===== config.mk =====
export PLATFORM = sky130hd
export DESIGN_NAME = dr_completion
export DESIGN_NICKNAME = d
export VERILOG_FILES = /design/src/rtl/dr_cd_pkg.sv /design/src/rtl/cd_leaf.sv /design/src/rtl/cd_celem.sv /design/src/rtl/cd_tree.sv /design/src/rtl/dr_completion.sv
export SDC_FILE = /design/constraint.sdc
export NUM_CORES = 1
export LEC_CHECK = 0
export BUFFER_PORTS_ARGS = -buffer_cell sky130_fd_sc_hd__buf_2
export CAP_MARGIN = 20
export CORE_AREA = 2 2 39 41
export DETAILED_ROUTE_END_ITERATION = 8
export DIE_AREA = 0 0 41 43
export GPL_TIMING_DRIVEN = 0
export PLACE_DENSITY = 0.54
export SYNTH_ARGS = -nofsm -noshare
export SYNTH_HDL_FRONTEND = slang
export SYNTH_SLANG_ARGS = --single-unit

===== constraint.sdc =====
create_clock -name clk -period 1.5 [get_ports clk]
set_input_delay 0.3 -clock clk [delete_from_list [all_inputs] [get_ports clk]]
set_output_delay 0.3 -clock clk [all_outputs]
set_load 0.05 [all_outputs]

===== src/rtl/dr_cd_pkg.sv =====
package dr_cd_pkg;

  typedef enum logic {
    RZ_MODE = 1'b0,
    RO_MODE = 1'b1
  } dr_mode_e;

  // Number of merge levels; a single pair still gets one holding stage.
  function automatic int tree_levels(input int n);
    return (n < 2) ? 1 : $clog2(n);
  endfunction

  // Node count at level l when n leaves are halved per level (ceiling).
  function automatic int level_width(input int n, input int l);
    return (n + (1 << l) - 1) >> l;
  endfunction

  // Value a completed-spacer bus presents to the tree.
  function automatic logic spacer_level(input dr_mode_e m);
    return (m == RO_MODE);
  endfunction

endpackage


===== src/rtl/cd_leaf.sv =====
module cd_leaf
  import dr_cd_pkg::*;
#(
  parameter int       N    = 8,
  parameter dr_mode_e MODE = RZ_MODE
) (
  input  logic [N-1:0] t_rail,
  input  logic [N-1:0] f_rail,
  output logic [N-1:0] leaf,
  output logic [N-1:0] bad
);

  for (genvar i = 0; i < N; i++) begin : g_pair
    if (MODE == RZ_MODE) begin : g_rz
      // data raises one rail, spacer drops both
      assign leaf[i] = t_rail[i] | f_rail[i];
      assign bad[i]  = t_rail[i] & f_rail[i];
    end else begin : g_ro
      // data drops one rail, spacer raises both
      assign leaf[i] = t_rail[i] & f_rail[i];
      assign bad[i]  = ~(t_rail[i] | f_rail[i]);
    end
  end

endmodule


===== src/rtl/cd_celem.sv =====
module cd_celem #(
  parameter logic INIT = 1'b0
) (
  input  logic clk,
  input  logic rst_n,
  input  logic a,
  input  logic b,
  output logic q
);

  always_ff @(posedge clk or negedge rst_n) begin
    if (!rst_n)      q <= INIT;
    else if (a == b) q <= a;
  end

  // disagreeing inputs leave the node unchanged
  assert_hold_R5: assert property (@(posedge clk) disable iff (!rst_n)
    (a != b) |=> $stable(q));

  // agreeing inputs are taken one edge later
  assert_follow_R6: assert property (@(posedge clk) disable iff (!rst_n)
    (a == b) |=> (q == $past(a)));

endmodule


===== src/rtl/cd_tree.sv =====
module cd_tree
  import dr_cd_pkg::*;
#(
  parameter int       N    = 8,
  parameter dr_mode_e MODE = RZ_MODE
) (
  input  logic         clk,
  input  logic         rst_n,
  input  logic [N-1:0] leaf,
  output logic         root
);

  localparam int   LEVELS = tree_levels(N);
  localparam logic INIT   = spacer_level(MODE);

  for (genvar l = 0; l <= LEVELS; l++) begin : g_lvl
    localparam int W = level_width(N, l);
    logic [W-1:0] v;
    if (l == 0) begin : g_base
      assign v = leaf;
    end else begin : g_merge
      localparam int WP = level_width(N, l - 1);
      for (genvar i = 0; i < W; i++) begin : g_node
        if (2 * i + 1 < WP) begin : g_pair
          cd_celem #(.INIT(INIT)) u_c (
            .clk  (clk),
            .rst_n(rst_n),
            .a    (g_lvl[l-1].v[2*i]),
            .b    (g_lvl[l-1].v[2*i+1]),
            .q    (v[i])
          );
        end else begin : g_pass
          // odd leaf carried up with the same one-edge delay
          cd_celem #(.INIT(INIT)) u_c (
            .clk  (clk),
            .rst_n(rst_n),
            .a    (g_lvl[l-1].v[2*i]),
            .b    (g_lvl[l-1].v[2*i]),
            .q    (v[i])
          );
        end
      end
    end
  end

  assign root = g_lvl[LEVELS].v[0];

endmodule


===== src/rtl/dr_completion.sv =====
module dr_completion
  import dr_cd_pkg::*;
#(
  parameter int       WIDTH = 8,
  parameter dr_mode_e MODE  = RZ_MODE
) (
  input  logic             clk,
  input  logic             rst_n,
  input  logic [WIDTH-1:0] rail_t,
  input  logic [WIDTH-1:0] rail_f,
  output logic             done,
  output logic             code_err
);

  localparam logic SPACER = spacer_level(MODE);

  logic [WIDTH-1:0] leaf_w;
  logic [WIDTH-1:0] bad_w;

  cd_leaf #(.N(WIDTH), .MODE(MODE)) u_leaf (
    .t_rail(rail_t),
    .f_rail(rail_f),
    .leaf  (leaf_w),
    .bad   (bad_w)
  );

  cd_tree #(.N(WIDTH), .MODE(MODE)) u_tree (
    .clk  (clk),
    .rst_n(rst_n),
    .leaf (leaf_w),
    .root (done)
  );

  assign code_err = |bad_w;

  // first sampled edge out of reset shows the spacer level
  assert_reset_level_R8: assert property (@(posedge clk) disable iff (!rst_n)
    $rose(rst_n) |-> (done == SPACER));

  // a legal pair marks data exactly when its rails differ
  for (genvar i = 0; i < WIDTH; i++) begin : g_chk
    assert_leaf_code_R1: assert property (@(posedge clk) disable iff (!rst_n)
      !bad_w[i] |-> (leaf_w[i] == ((rail_t[i] ^ rail_f[i]) ^ SPACER)));
  end

endmodule


==> results.toml, run 1 <==
[pwr]
powerDensity_nw_per_um2 = 903.0
p_int_mw = 0.3243
p_clk_share_pct = 38.9
p_comb_share_pct = 14.1
swShare_pct = 23.06
ir_drop_uv = 325.5
finalPower_mw = 0.4214
p_switching_mw = 0.09716
p_leak_nw = 0.1823
seqPwrFrac_pct = 47.0

[timing]
rsz0062_at_grt = "no"
worst_slew_pin_slew_ns = 0.2502
setup_tns_ns = 0
period_minus_slack_ns = 1.227
finalCritPeriodShare_pct = 81.80
finalWorstSetupSlack_ns = 0.2730
slew_viol_final = 0
hold_viol = 0
relSlewSlack_pct = 83.44
fmax_mhz = 815.0
setup_viol = 0
skew_ns = 0.002511

[clocking]
clk_pin_slew_ns = 0.05
cts_tree = "yes"
cts_root_buf = "clkbuf_4"
cts_max_level = 1
cts_resized = 0
post_cts.repair.setup_buffers = 0
clock-sinks = 7
clockBufferDepth = 2
hold_buffers = 1
cts-buffers-inserted = 3
insertion_delay_ns = 0.24

[worst_hold_path]
hold_path_class = "input port to register"

[route]
drt_wl_total_um = 707
vias = 327
ant_nets = 0
drc = 0
routedWlPerCell_um = 10.55
drtPass1Iterations = 4
via_per_inst = 4.881
drtIter0Drc = 1

[setup_path]
cp_data_required_time_ns = 1.20
crit_path_start_kind = "input port"
worstSetupEndpointType = "primary output"
arrival_ns = 0.93
criticalPathCategory = "input port to primary output"
worstPathMaxFanout = 2

[logic_synthesis]
synthDistinctLibCells = 7
syn_avg_cell_area_um2 = 11.68
synth_nets = 45
syn-cell-area_um2 = 315.3
ys_seq_elements = 7
syn_inst = 27
ys_warn_count = 0
seq_area_frac_synth_pct = 55.56

[floorplanning]
fp.dieW_um = 41
die_h_um = 43
rows = 14
start_util_pct = 22.78
die_area_um2 = 1763
core_um2 = 1384
ios = 20

[grt]
grt_pass1_vias = 311
track_usage_pct = 10.75
grt_first_pass_wirelength_um = 1207
grt_max_degree = 8
antenna_found_initial = 0
grt_overflow = 0

[outcome]
status = "complete, no violations"

[placement]
dpl-instance-area_um2 = 430.4
dp_cells = 62
preCtsSetupSlack_ns = 0.2512
numPortBuffers = 19
globalplace.congestion = 0.6732

[final_layout]
final_common_cell = "buf_2"
diodes = 0
top_register = "u_tree.g_lvl.g_merge.g_node.g_pair.u_c.q"
largest_register_ffs = 7
final_layout_size_suffix_gt1_share_pct = 49.02
area_growth_syn_to_layout_pct = 48.02
final_cell_mix = "19 x buf_2, 7 x dfrtp_1"
stdcell_count = 67
fin_nets = 70
fin_area_um2 = 466.7
reg.largest.list = "u_tree.g_lvl.g_merge.g_node.g_pair.u_c.q: 7 flops"

[run]
maxCapViolCount = 0
## worst paths after layout
path	start	endpoint	slack, ns	cells after the start
worst max-delay path	rail_t[0]	code_err	0.27	4
worst min-delay path	rail_f[2]	u_tree.g_lvl[1].g_merge.g_node[1].g_pair.u_c.q	0.30	3
worst max register to register	u_tree.g_lvl[1].g_merge.g_node[3].g_pair.u_c.q	u_tree.g_lvl[1].g_merge.g_node[3].g_pair.u_c.q	0.67	2
worst min register to register	u_tree.g_lvl[1].g_merge.g_node[0].g_pair.u_c.q	u_tree.g_lvl[1].g_merge.g_node[0].g_pair.u_c.q	0.54	2
max in group asynchronous	rst_n	u_tree.g_lvl[1].g_merge.g_node[2].g_pair.u_c.q	0.93	2
min in group asynchronous	rst_n	u_tree.g_lvl[3].g_merge.g_node[0].g_pair.u_c.q	0.42	2
## critical path, cell delays in order
cell     delay [ns]
buf_2          0.10
a22oi_1        0.20
nand4_1        0.10
buf_2          0.22
## cell type report
| cell class | count | area [um^2] |
|---|---|---|
| fill | 155 | 917.1 |
| sequential | 7 | 175.2 |
| multi-input combinational | 20 | 140.1 |
| timing repair buffer | 20 | 105.1 |
| clock buffer | 4 | 26.28 |
| tap | 16 | 20.02 |
## metal layers
layer	GRT usage (%)	vias up	routed length (um)
li1	-	162	-
met1	12.96	155	298
met2	14.37	10	360
met3	6.283	0	48
met4	6.000	0	0
met5	0	-	0
## cell families after synthesis
family,share of synthesized area (%)
and+or+nand+nor,6.746
DFF,55.56
AOI/OAI and AO/OA,26.98
adders and majority gates,10.71
## power groups by stage
| stage | sequential (mW) | combinational (mW) | clock (mW) |
|---|---|---|---|
| after floorplan | 0.200 | 0.0218 | 0 |
| after global placement | 0.201 | 0.0567 | 0 |
| after detailed placement | 0.201 | 0.0578 | 0 |
| after CTS | 0.198 | 0.0602 | 0.174 |
| after global routing | 0.198 | 0.0671 | 0.191 |
| final | 0.198 | 0.0595 | 0.164 |
## synth_stat cells
library cell | instances | share of area, %
dfrtp_1 | 7 | 56
a22oi_1 | 4 | 9.5
nand2_1 | 4 | 4.8
o21ai_0 | 4 | 6.3
o32ai_1 | 4 | 11
maj3_2 | 3 | 11
nand4_1 | 1 | 2.0
## per-stage QoR
step | utilization, % | hold WS [ns]
floorplan | - | 0.004409
global placement | 31.10 | 0.1392
detailed placement | 31.10 | 0.1362
CTS | 33.73 | 0.2866
global route | 33.73 | 0.2937
finish | 33.73 | 0.2952
(Power assumes the default switching activity.)
==> run 2: changes to the inputs <==
--- a/config.mk
+++ b/config.mk
@@ -11,7 +11,7 @@
 export DETAILED_ROUTE_END_ITERATION = 8
 export DIE_AREA = 0 0 41 43
 export GPL_TIMING_DRIVEN = 0
-export PLACE_DENSITY = 0.54
+export PLACE_DENSITY = 0.55
 export SYNTH_ARGS = -nofsm -noshare
 export SYNTH_HDL_FRONTEND = slang
 export SYNTH_SLANG_ARGS = --single-unit
==> constraint.sdc (replaced) <==
create_clock -name clk -period 1.1 [get_ports clk]
set_input_delay 0.22 -clock clk [delete_from_list [all_inputs] [get_ports clk]]
set_output_delay 0.22 -clock clk [all_outputs]
set_load 0.05 [all_outputs]
==> run 2 against run 1 <==
Effect of this change:
- die area is the same
- first-iteration DRC count did not move
- sequential share of layout area decreased by 1.8 points
- non-clock buffer count is the same
- setup slack worse by 0.23 ns
- flip-flop and latch count did not move
- largest power group unchanged
- hold slack worse by 0.089 ns
- register-to-register slack lost 0.40 ns
- design area up 5.1%
- utilization up 1.7 points
- total power grew 42%
==> results.toml, run 2 (synthesized netlist as in run 1, its figures left out) <==
[floorplanning]
die_h_um = 43
start_util_pct = 22.78
fp.dieW_um = 41
ios = 20
die_area_um2 = 1763
rows = 14
core_um2 = 1384

[timing]
worst_slew_pin_slew_ns = 0.2279
hold_viol = 0
rsz0062_at_grt = "no"
setup_viol = 0
setup_tns_ns = 0
period_minus_slack_ns = 1.062
relSlewSlack_pct = 84.76
finalCritPeriodShare_pct = 96.52
holdWs_ns = 0.2067
slew_viol_final = 0
skew_ns = 0.002155
fmax_mhz = 941.9

[placement]
globalplace.congestion = 0.6296
dp_hpwl_um = 596.2
numPortBuffers = 19
dp_cells = 62
dpl-instance-area_um2 = 440.4

[final_layout]
final_layout_size_suffix_gt1_share_pct = 54.90
final_common_cell = "buf_2"
largest_register_ffs = 7
fin_nets = 70
final_cell_mix = "17 x buf_2, 7 x dfrtp_1"
reg.largest.list = "u_tree.g_lvl.g_merge.g_node.g_pair.u_c.q: 7 flops"
diodes = 0
fin_area_um2 = 490.5
top_register = "u_tree.g_lvl.g_merge.g_node.g_pair.u_c.q"
stdcell_count = 67
area_growth_syn_to_layout_pct = 55.56

[clocking]
clock-sinks = 7
insertion_delay_ns = 0.25
cts-buffers-inserted = 3
cts_tree = "yes"
clockBufferDepth = 2
clk_pin_slew_ns = 0.05
cts_max_level = 1
post_cts.repair.setup_buffers = 0
cts_root_buf = "clkbuf_4"

[pwr]
p_comb_share_pct = 15.3
powerDensity_nw_per_um2 = 1217
ir_drop_uv = 423.2
finalPower_mw = 0.5969
p_clk_share_pct = 39.5
p_leak_nw = 0.1885
swShare_pct = 24.89
p_int_mw = 0.4484
seqPwrFrac_pct = 45.2
p_switching_mw = 0.1486

[grt]
grt_max_degree = 8
grt_overflow = 0
track_usage_pct = 10.53
grt_pass1_vias = 304
grt_first_pass_wirelength_um = 1228
antenna_found_initial = 0

[run]
maxCapViolCount = 0

[setup_path]
worstSetupEndpointType = "primary output"
cp_slowest_cell = "dfrtp_1"
critPathMaxStageDelay_ns = 0.38
criticalPathCategory = "register to primary output"
cp_top_family = "flip-flops"
cp_data_required_time_ns = 0.88
critPathBufInv = 1
critical_path.cell_chain = "clkbuf_4"
arrival_ns = 0.84
crit_path_start_kind = "register"
worstPathMaxFanout = 2

[route]
via_per_inst = 4.731
drtIter0Drc = 1
ant_nets = 0
drc = 0
routedWlPerCell_um = 10.82
drt_wl_total_um = 725
drtPass1Iterations = 2
vias = 317

[outcome]
status = "complete, no violations"

[worst_hold_path]
hold_path_class = "input port to register"
run 2: cell count changes in the layout (fill, tap and decap cells not counted), sizes merged:
cell / previous run / this run
clkbuf: 4 / 5
buf: 19 / 18
run 2: path summary, 6_finish.rpt:
check | from | to | slack [ns] | cells past startpoint
max | u_tree.g_lvl[3].g_merge.g_node[0].g_pair.u_c.q | done | 0.04 | 1
min | rail_f[4] | u_tree.g_lvl[1].g_merge.g_node[2].g_pair.u_c.q | 0.21 | 3
max reg2reg | u_tree.g_lvl[1].g_merge.g_node[3].g_pair.u_c.q | u_tree.g_lvl[1].g_merge.g_node[3].g_pair.u_c.q | 0.27 | 2
min reg2reg | u_tree.g_lvl[1].g_merge.g_node[1].g_pair.u_c.q | u_tree.g_lvl[1].g_merge.g_node[1].g_pair.u_c.q | 0.53 | 2
max in group asynchronous | rst_n | u_tree.g_lvl[1].g_merge.g_node[3].g_pair.u_c.q | 0.62 | 2
min in group asynchronous | rst_n | u_tree.g_lvl[3].g_merge.g_node[0].g_pair.u_c.q | 0.33 | 2
run 2: area by class of cell:
cell class,instances,area [um^2]
clock buffers,4,26.28
well taps,16,20.02
flip-flops and latches,7,175.2
repair buffers,20,113.9
multi-input cells,20,155.1
fillers,157,893.4
run 2: metal layers:
layer | track usage (%) | wire length (um) | up-vias | part of all wire [%]
li1 | - | - | 160 | -
met1 | 14.19 | 322 | 145 | 44
met3 | 3.141 | 51 | 0 | 7.0
met5 | 0 | 0 | - | 0
met4 | 6.000 | 0 | 0 | 0
met2 | 14.37 | 351 | 12 | 48
run 2: metrics by stage:
stage	worst slack, ns	util, %
2_1_floorplan	0.0006608	-
3_3_place_gp	0.008591	31.83
3_5_place_dp	0.01596	31.83
4_1_cts	0.0001145	34.45
5_1_grt	0.004734	35.44
6_report	0.03833	35.44
run 2: timing repair:
item / 4_1_cts / 5_1_grt
setup endpoints to repair: 0 / 2
resized for setup: 0 / 5
hold buffers: 1 / 0
hold endpoints to repair: 7 / 0
run 2: power by group through the flow:
stage,Sequential [mW],Combinational (mW),Clock (mW)
after floorplan,0.273,0.0320,0
after global placement,0.274,0.0824,0
after detailed placement,0.274,0.0837,0
after CTS,0.270,0.0869,0.247
after global routing,0.270,0.103,0.253
final,0.270,0.0913,0.236
